File: src/rtl/chs_pkg.sv
package chs_pkg;
   // handshake state encoding
   typedef enum logic [1:0] {
      ST_IDLE = 2'b00,
      ST_ARM  = 2'b01,
      ST_BUSY = 2'b11,
      ST_FIN  = 2'b10
   } hs_state_e;

   localparam int unsigned MAX_STAGES = 32;
endpackage

File: src/rtl/chs_delay.sv
module chs_delay #(
   parameter int unsigned W      = 1,
   parameter int unsigned STAGES = 1
) (
   input  logic         clk,
   input  logic [W-1:0] d,
   output logic [W-1:0] q
);
   generate
      if (STAGES == 0) begin : g_wire
         assign q = d;
      end else begin : g_regs
         logic [STAGES-1:0][W-1:0] pipe;
         always_ff @(posedge clk) pipe[0] <= d;
         for (genvar i = 1; i < STAGES; i++) begin : g_stage
            always_ff @(posedge clk) pipe[i] <= pipe[i-1];
         end
         assign q = pipe[STAGES-1];
      end
   endgenerate
endmodule

File: src/rtl/chs_fsm.sv
module chs_fsm
   import chs_pkg::*;
(
   input  logic clk,
   input  logic rst_dly,
   input  logic start_dly,
   input  logic done_dly,
   input  logic kid_ready,
   input  logic kid_done,
   output logic kid_start,
   output logic at_fin
);
   hs_state_e st_q, st_d;

   always_comb begin
      st_d = st_q;
      unique case (st_q)
         ST_IDLE: if (start_dly) st_d = ST_ARM;
         ST_ARM:  if (kid_ready) st_d = kid_done ? ST_FIN : ST_BUSY;
         ST_BUSY: if (kid_done)  st_d = ST_FIN;
         ST_FIN:  if (done_dly)  st_d = ST_IDLE;
         default: st_d = ST_IDLE;
      endcase
   end

   always_ff @(posedge clk) begin
      if (!rst_dly) st_q <= ST_IDLE;
      else          st_q <= st_d;
   end

   assign kid_start = (st_q == ST_ARM);
   assign at_fin    = (st_q == ST_FIN);
endmodule

File: src/rtl/chs_autorun.sv
module chs_autorun (
   input  logic clk,
   input  logic rst_dly,
   input  logic start_dly,
   output logic kid_start
);
   logic run_q;

   always_ff @(posedge clk) begin
      if (!rst_dly)       run_q <= 1'b0;
      else if (start_dly) run_q <= 1'b1;
   end

   assign kid_start = run_q;
endmodule

File: src/rtl/child_hs_ctrl.sv
module child_hs_ctrl
   import chs_pkg::*;
#(
   parameter int unsigned STAGES  = 2,
   parameter bit          AUTORUN = 1'b0
) (
   input  logic clk,
   input  logic rst_n,
   input  logic glb_start,
   input  logic glb_done,
   input  logic kid_ready,
   input  logic kid_done,
   output logic kid_start,
   output logic kid_finished
);
   localparam int unsigned CTL_W = 3;

   generate
      if (STAGES > MAX_STAGES) begin : g_bad_stages
         $error("child_hs_ctrl: STAGES exceeds MAX_STAGES");
      end
   endgenerate

   logic [CTL_W-1:0] ctl_raw, ctl_dly;
   logic rst_dly, start_dly, done_dly;

   assign ctl_raw = {rst_n, glb_start, glb_done};

   chs_delay #(.W(CTL_W), .STAGES(STAGES)) u_ctl_dly (
      .clk (clk),
      .d   (ctl_raw),
      .q   (ctl_dly)
   );

   assign rst_dly   = ctl_dly[2];
   assign start_dly = ctl_dly[1];
   assign done_dly  = ctl_dly[0];

   generate
      if (AUTORUN) begin : g_auto
         chs_autorun u_auto (
            .clk       (clk),
            .rst_dly   (rst_dly),
            .start_dly (start_dly),
            .kid_start (kid_start)
         );
         assign kid_finished = 1'b0;
      end else begin : g_hs
         logic at_fin;
         chs_fsm u_fsm (
            .clk       (clk),
            .rst_dly   (rst_dly),
            .start_dly (start_dly),
            .done_dly  (done_dly),
            .kid_ready (kid_ready),
            .kid_done  (kid_done),
            .kid_start (kid_start),
            .at_fin    (at_fin)
         );
         chs_delay #(.W(1), .STAGES(STAGES)) u_fin_dly (
            .clk (clk),
            .d   (at_fin),
            .q   (kid_finished)
         );
      end
   endgenerate
endmodule

File: config.mk
export PLATFORM = sky130hd
export DESIGN_NAME = child_hs_ctrl
export DESIGN_NICKNAME = d
export VERILOG_FILES = /design/src/rtl/chs_pkg.sv /design/src/rtl/chs_delay.sv /design/src/rtl/chs_fsm.sv /design/src/rtl/chs_autorun.sv /design/src/rtl/child_hs_ctrl.sv
export SDC_FILE = /design/constraint.sdc
export NUM_CORES = 1
export LEC_CHECK = 0
export ABC_CLOCK_PERIOD_IN_PS = 1000
export BUFFER_PORTS_ARGS = -buffer_cell sky130_fd_sc_hd__clkbuf_2
export CAP_MARGIN = 20
export CORE_AREA = 2 2 39 41
export DETAILED_ROUTE_END_ITERATION = 10
export DIE_AREA = 0 0 41 43
export PLACE_DENSITY_LB_ADDON = 0.15
export SLEW_MARGIN = 20
export SYNTH_ARGS = -nofsm -noshare
export SYNTH_HDL_FRONTEND = slang
export SYNTH_SLANG_ARGS = --single-unit
File: constraint.sdc
create_clock -name clk -period 1 [get_ports clk]
set_input_delay 0.05 -clock clk [delete_from_list [all_inputs] [get_ports clk]]
set_output_delay 0.05 -clock clk [all_outputs]
set_load 0.01 [all_outputs]
Word level (Yosys, flattened, before mapping)
Cells that the tools add are included.
Widths: inputs -> output; s select.
{ "word_totals": {"input_bits": 6, "reg_bits": 10, "elab_cells": 20, "output_inout_bits": 2} }
{ "classes": {"mux": 6, "n_reduce_logical": 2, "eq_ne": 7} }
{ "op_table": {"columns": ["operator", "count"], "rows": [
  ["$mux 2", 4],
  ["$ne 2x2->1 const B", 4],
  ["$pmux 2 s4", 1],
  ["$eq 2x2->1 const B", 2],
  ["$reduce_and 4->1", 1],
  ["$eq 2x1->1 const B", 1],
  ["$logic_not 2->1", 1],
  ["$mux 1", 1]
]} }

Logic depth before layout (Yosys ltp)
Gate-level depths: netlist of run 1.
{ "logic_depth": {"ltp_word": 3, "depth_mapped": 3, "mapped_depth_nobuf": 3} }

Cells and area by module
Synthesis of run 1 repeated with hierarchy kept, for this count alone.
{ "hier_totals": {"hier_cells": 21, "area_unflattened_um2": 284.0} }
{ "by_module_without_submodules": {"columns": ["mod", "area_per_inst_um2", "cells_per_inst", "instances", "seq_area_each_um2"], "rows": [
  ["chs_delay (u_ctl_dly)", 142.6, 9, 1, 120.1],
  ["chs_fsm", 101.3, 10, 1, 40.0],
  ["chs_delay (g_hs.u_fin_dly)", 40.0, 2, 1, 40.0]
]} }

Worst setup path before layout of run 1
Ideal clock, no wire load.
{ "synth_timing": {"path_type": "flip-flop to flip-flop", "start": "reg g_hs.u_fsm.st_q[0]", "end": "reg g_hs.u_fsm.st_q[0]", "setup_slack_ns": 0.319, "stages_incl_launch_ff": 4, "arrival_time_ns": 0.563, "setup_ns": 0.118, "path_buffers": 0, "path_cell_list": "dfxtp_1 -> nand2_1 -> o21ai_1 -> o21ai_1"} }
{ "synth_via": {"elab_chain_len": 3, "elab_cells_between_ends": 10, "classes_between": "7 x eq/ne; 1 x mux; 2 x reduce/logical"} }
{ "synth_rtl": {"columns": ["item", "line_no", "rtl"], "rows": [
  ["start, declared", "chs_fsm.sv:13", "hs_state_e st_q, st_d;"],
  ["start signal, assigned", "chs_fsm.sv:28", "else st_q <= st_d;"],
  ["$eq 2x2->1, or another cell as far along", "chs_fsm.sv:17", "unique case (st_q)"],
  ["$ne 2x2->1 (no source line)", null, null],
  ["$reduce_and 4->1 (no source line)", null, null]
]} }
Several ways; a longest one is shown, not always the timed one.
A chain may end at the register's enable or synchronous reset.

Worst setup path in the final report of run 1
{ "layout_timing": {"start": "reg g_hs.u_fsm.st_q[0]", "end": "out kid_start"} }
{ "layout_via": {"elab_chain_len": 1} }
{ "layout_rtl": {"columns": ["item", "line_no", "rtl"], "rows": [
  ["$eq 2x1->1", "chs_fsm.sv:31", "assign kid_start = (st_q == ST_ARM);"],
  ["end, declared", "child_hs_ctrl.sv:13", "output logic kid_start,"]
]} }
Every way passes these cells.

==> results of run 1 <==
==> worst register-to-register path, stage by stage, from the launching register on <==
cell and delay (ns):
dfxtp_4 0.36, nand2_1 0.06, o21ai_1 0.07, o21ai_1 0.08
==> what timing repair did <==
action | CTS | global route
hold buffers | 3 | 0
pin swaps | 0 | 0
gates resized for setup | 1 | 2
hold endpoints to repair | 3 | 0
endpoints found under the setup margin | 1 | 1
gates cloned | 0 | 0
==> layout by cell type (no fill, tap or decap) <==
| cell type | netlist | final |
|---|---|---|
| dlygate4sd3_1 | 0 | 3 |
| dfxtp_1 | 10 | 9 |
| buf_2 | 0 | 1 |
| a21boi_1 | 1 | 1 |
| nand2b_1 | 1 | 1 |
| clkbuf_2 | 0 | 6 |
| o21ai_1 | 3 | 3 |
| nor2b_1 | 1 | 1 |
| and2b_1 | 1 | 1 |
| nand2_1 | 1 | 1 |
| clkbuf_4 | 0 | 3 |
| nand3b_1 | 1 | 1 |
| clkbuf_8 | 0 | 1 |
| dfxtp_4 | 0 | 1 |
| inv_1 | 1 | 1 |
==> cells by family after synthesis <==
| kind of cell | after synthesis | synth area share |
|---|---|---|
| AOI/OAI and AO/OA | 4 | 0.0874 |
| buffers and inverters | 1 | 0.0145 |
| and+or+nand+nor | 5 | 0.121 |
| DFF | 10 | 0.777 |
==> path summary, 6_finish.rpt <==
check / startpoint / end / slack, ns
worst max-delay path: g_hs.u_fsm.st_q[0] / kid_start / 0.08
worst max register to register: g_hs.u_fsm.st_q[0] / g_hs.u_fsm.st_q[0] / 0.31
worst min register to register: u_ctl_dly.g_regs.pipe[1] / u_ctl_dly.q[1] / 0.33
worst min-delay path: kid_done / g_hs.u_fsm.st_q[0] / 0.04
==> flip-flops by register name, indices dropped and copies added (netlist names) <==
signal                      cells
u_ctl_dly.g_regs.pipe           3
u_ctl_dly.q                     3
g_hs.u_fsm.st_q                 2
g_hs.u_fin_dly.g_regs.pipe      1
g_hs.u_fin_dly.q                1
==> area by class of cell <==
class / instances / area share
multi-input combinational: 9 / 0.141
tap: 16 / 0.0523
timing repair buffer: 10 / 0.170
inverter: 1 / 0.00980
sequential: 10 / 0.533
clock buffer: 4 / 0.0948
==> power by group <==
part | total (uW) | switching [uW] | internal [uW]
sequential | 443 | 14.8 | 428
combinational | 54.0 | 19.6 | 34.4
clock | 345 | 125 | 220
total | 842 | 159 | 683
==> routing by layer <==
| metal | up-vias | global-route usage |
|---|---|---|
| met5 | - | 0 |
| met4 | 0 | 0.0800 |
| met3 | 2 | 0.0314 |
| met2 | 7 | 0.0688 |
| met1 | 75 | 0.0526 |
| li1 | 92 | - |
==> through the flow <==
stage                     hold slack (ns)  cells
after floorplan                    0.0777     20
after global placement              0.152     43
after detailed placement            0.154     43
after CTS                          0.0260     50
after global routing               0.0444     50
final                              0.0432     50
==> key figures, run 1 <==
Outcome
  – Status: complete, no violations

Critical path
  – Type of element capturing the critical path: output port
  – Critical path cell sequence: nor2b_1 > buf_2
  – Worst Path Required: 0.95 ns
  – Worst path max stage delay: 0.36 ns
  – Arrival @ worst endpoint: 0.87 ns
  – Worst setup SP type: flop
  – Crit path max-delay cell type: dfxtp_4
  – Stages on worst setup path: 2
  – Crit path max-delay family: flip-flops
  – Crit Path Category: flop to output port
  – Cells on worst reg2reg path: 3
  – Worst path bufs/invs: 1
  – Crit Path Max Fanout: 6

Synthesis
  – Seq/Total Area, Yosys: 0.777
  – Ys flop type: dfxtp_1
  – Ys Warns: 0
  – Ranking of synthesized cells by area: dfxtp_1, o21ai_1, a21boi_1
  – Netlist Area Pre-Place: 258 um2
  – Top-count cell post-synth: dfxtp_1
  – Share of the synthesized area in the top cell type: 0.777
  – Synth area leader: dfxtp_1
  – Mean Syn Cell Area: 12.9 um2
  – Synth cell count leaders: dfxtp_1, o21ai_1
  – Post-synth ARST share: 0
  – EDFF count, synth: 0
  – Synthesized flop and latch total: 10
  – Count of cell types in the netlist: 9
  – Instance count of the mapped netlist: 20
  – Synth Net Count: 26

Clock network
  – H-tree levels: 1
  – Setup Buffers After CTS: 0
  – CTS tree: yes
  – TritonCTS Buffers: 3
  – CTS clk-pin slew, worst paths: 0.06 ns
  – Max Root-Sink Buffers: 2
  – Clk_lat worst skew: 0.26 ns
  – Clk sinks: 10
  – Clock root cell: clkbuf_4

Place
  – Port Buffers: 7
  – GP Congestion: 0.588
  – Post-place setup slack: 0.250 ns
  – Area post-placement: 313 um2
  – DP Wirelength: 261 um

Die
  – Starting density of the core: 0.186
  – Die Ht: 43 um
  – Die width: 41 um
  – Full die area: 1760 um2
  – Core area: 1380 um2
  – Top Ports: 8
  – Row count: 14

Drt
  – Final ANT Viol Nets: 0
  – DR WL met2: 156 um
  – Average wire per standard cell: 7.18 um
  – Drt drc: 0
  – Top routing layer in use: met4
  – DRT Pass-1 Iters: 3
  – WL final: 359 um
  – Routed length on met3: 53 um
  – DRC marker count from the first detailed-route iteration: 2
  – Via count: 176
  – Vias per cell: 3.52
  – Met1 WL: 144 um

STA
  – Normalized max-slew margin: 0.930
  – Slew Viols, Final: 0
  – Post-layout worst setup margin: 0.0813 ns
  – Final Cycle Share: 0.919
  – Final setup fails: 0
  – Highest clock rate: 1090 MHz
  – Worst-Margin Slew: 0.104 ns
  – Unrepaired setup endpoints after global routing: false
  – Fin. Hold Viols: 0
  – Setup TNS: 0 ns
  – Period minus WS final: 0.919 ns
  – Clock Skews: 0.00356 ns

Pwr
  – Total power: 842 uW
  – Power Dens Cells: 2200 nW/um2
  – Leak Pwr: 0.000174 uW
  – Worst VDD drop: 800 uV

Global routing
  – Pin count of the biggest net entering global routing: 7
  – Vias in the first global route: 172
  – GRT Overall Usage: 0.0566
  – Grt ovf: 0
  – First-pass GRT wire length: 600 um
  – Initial antenna violation count: 0

Finish
  – Final net count: 41
  – Share of cells above drive strength 1: 0.353
  – Fillers: 153
  – Area Growth Syn to Fin: 48.5%
  – Core Util, Final: 0.277
  – Area occupied by multi-input gates: 53.8 um2
  – Ant diodes: 0
  – Final std cell area, no fill: 383 um2
  – FF/Latch Area: 204 um2

Run
  – Max_cap viols: 0

Hold path
  – Hold Crit Depth: 3
  – Worst min-delay path class: input port to flop
No activity file was read; power rests on OpenSTA's default activity.
==> inputs of run 2 (changes only) <==
--- a/config.mk
+++ b/config.mk
@@ -5,6 +5,7 @@
 export SDC_FILE = /design/constraint.sdc
 export NUM_CORES = 1
 export LEC_CHECK = 0
+export ABC_AREA = 1
 export ABC_CLOCK_PERIOD_IN_PS = 1000
 export BUFFER_PORTS_ARGS = -buffer_cell sky130_fd_sc_hd__clkbuf_2
 export CAP_MARGIN = 20
==> key figures, run 2 <==
Outcome
  – Status: complete, no violations

Drt
  – DRT Pass-1 Iters: 2
  – DRC marker count from the first detailed-route iteration: 2
  – Final ANT Viol Nets: 0
  – WL final: 444 um
  – Via count: 245
  – Drt drc: 0
  – Average wire per standard cell: 6.94 um
  – Vias per cell: 3.83

Synthesis
  – Post-synth ARST share: 0
  – EDFF count, synth: 0
  – Top-count cell post-synth: dfxtp_1
  – Ranking of synthesized cells by area: dfxtp_1, nand2_1, inv_1
  – Instance count of the mapped netlist: 33
  – XOR/XNOR Fraction of Synth Area: 0
  – Synth area leader: dfxtp_1
  – Largest family of logic cells by synthesized area: simple AND/OR/NAND/NOR gates
  – Synth Area in Adders: 0
  – Ys Warns: 0
  – Synth Net Count: 39
  – Share of the synthesized area in the top cell type: 0.650
  – Mean Syn Cell Area: 9.33 um2
  – Synth Area in Compound Gates: 0.0325
  – Synth Area in Simple Gates: 0.256
  – Netlist Area Pre-Place: 308 um2
  – Ys flop type: dfxtp_1
  – Synth cell count leaders: dfxtp_1, nand2_1, inv_1, nor2_1
  – Proportion of synthesized area in mux cells: 0
  – Synthesized flop and latch total: 10
  – Count of cell types in the netlist: 12
  – Seq/Total Area, Yosys: 0.650

Pwr
  – Clock power frac: 0.316
  – Sw frac: 0.283
  – Pint: 803 uW
  – Power Dens Cells: 2510 nW/um2
  – Net switching power: 317 uW
  – Combinational power share: 0.230
  – Leak Pwr: 0.000221 uW
  – Worst VDD drop: 1170 uV
  – Seq pwr share: 0.454

Die
  – Full die area: 1760 um2
  – Core area: 1380 um2
  – Die width: 41 um
  – Die Ht: 43 um
  – Starting density of the core: 0.222
  – Top Ports: 8
  – Row count: 14

Clock network
  – CTS tree: yes
  – Max Root-Sink Buffers: 2
  – TritonCTS Buffers: 3
  – Clk_lat worst skew: 0.26 ns
  – Clk sinks: 10
  – Clock root cell: clkbuf_4
  – CTS clk-pin slew, worst paths: 0.07 ns
  – H-tree levels: 1

Global routing
  – Grt ovf: 0
  – GRT Overall Usage: 0.0714
  – Pin count of the biggest net entering global routing: 7
  – First-pass GRT wire length: 731 um
  – Initial antenna violation count: 0
  – Vias in the first global route: 193

Critical path
  – Arrival @ worst endpoint: 0.87 ns
  – Worst setup SP type: flop
  – Crit Path Max Fanout: 5
  – Worst path max stage delay: 0.34 ns
  – Crit Path Category: flop to output port
  – Worst Path Required: 0.95 ns
  – Crit path max-delay family: flip-flops
  – Worst path bufs/invs: 2
  – R2R setup slack: 0.08 ns
  – Crit path max-delay cell type: dfxtp_2
  – Critical path cell sequence: inv_2 > nor2_2 > buf_2
  – Type of element capturing the critical path: output port

Finish
  – Final net count: 55
  – Most common cell after layout, fill and taps aside: dfxtp_1
  – Share of cells above drive strength 1: 0.458
  – FF/Latch Area: 203 um2
  – Final std cell area, no fill: 447 um2
  – Area Growth Syn to Fin: 45.1%
  – Ant diodes: 0
  – Fillers: 143
  – Area occupied by multi-input gates: 96.3 um2
  – Most frequent cells in the layout: dfxtp_1, clkbuf_2, nand2_1

STA
  – Normalized max-slew margin: 0.913
  – Setup TNS: 0 ns
  – Highest clock rate: 1080 MHz
  – Hold slack: 0.140 ns
  – Period minus WS final: 0.922 ns
  – Worst-Margin Slew: 0.129 ns
  – Final setup fails: 0
  – Clock Skews: 0.00498 ns
  – Final Cycle Share: 0.922
  – Post-layout worst setup margin: 0.0775 ns
  – Slew Viols, Final: 0
  – Fin. Hold Viols: 0
  – Unrepaired setup endpoints after global routing: false

Place
  – Post-place setup slack: 0.0442 ns
  – DP Wirelength: 327 um
  – Area post-placement: 363 um2
  – GP Congestion: 0.726
  – Port Buffers: 7

Hold path
  – Worst min-delay path class: input port to flop

Run
  – Max_cap viols: 0
## run 2: final timing paths
path / start / endpoint / cells after the start
min: kid_done / g_hs.u_fsm.st_q[0] / 4
min reg2reg: u_ctl_dly.g_regs.pipe[2] / u_ctl_dly.q[2] / 0
max reg2reg: g_hs.u_fsm.st_q[1] / g_hs.u_fsm.st_q[1] / 7
max: g_hs.u_fsm.st_q[0] / kid_start / 3
## run 2: repair_timing
item | in CTS | in global routing
hold buffers | 3 | 0
pin swaps | 0 | 1
gates cloned | 0 | 0
endpoints found under the setup margin | 1 | 2
endpoints found under the hold margin | 3 | 0
buffers inserted | 1 | 0
resized for setup | 1 | 5
## run 2: worst min-delay path, stage by stage
cell      delay, ns
clkbuf_2       0.08
inv_1          0.05
o21ai_0        0.13
a21oi_1        0.06
## run 2: cells by family after synthesis
kind of cell,after synthesis
buffers and inverters,5
AND/OR/NAND/NOR,16
AO/OA/AOI/OAI,2
flip-flops,10
## run 2: through the flow
step	power, uW	instances	utilization
after floorplan	669	33	-
after global placement	731	56	0.262
after detailed placement	731	56	0.262
after CTS	1120	64	0.316
after global routing	1210	64	0.323
final	1120	64	0.323
## run 2: routing by layer
| metal | global-route usage | routed length, um | vias up | part of all wire |
|---|---|---|---|---|
| li1 | - | - | 134 | - |
| met1 | 0.0583 | 183 | 99 | 0.41 |
| met2 | 0.0906 | 198 | 12 | 0.45 |
| met3 | 0.0942 | 62 | 0 | 0.14 |
| met4 | 0.0400 | 0 | 0 | 0 |
| met5 | 0 | 0 | - | 0 |
## run 2: power groups by stage
stage                     registers [uW]  clock network, uW  logic, uW
final                                508                354        257
after CTS                            498                373        253
after global routing                 519                403        288
after floorplan                      510                  0        159
after global placement               513                  0        218
after detailed placement             512                  0        218
## run 2: area by class of cell
class / count / share of cell area
clock buffer: 4 / 0.0812
inverter: 5 / 0.0420
multi-input combinational: 18 / 0.216
sequential: 10 / 0.454
tap: 16 / 0.0448
timing repair buffer: 11 / 0.162
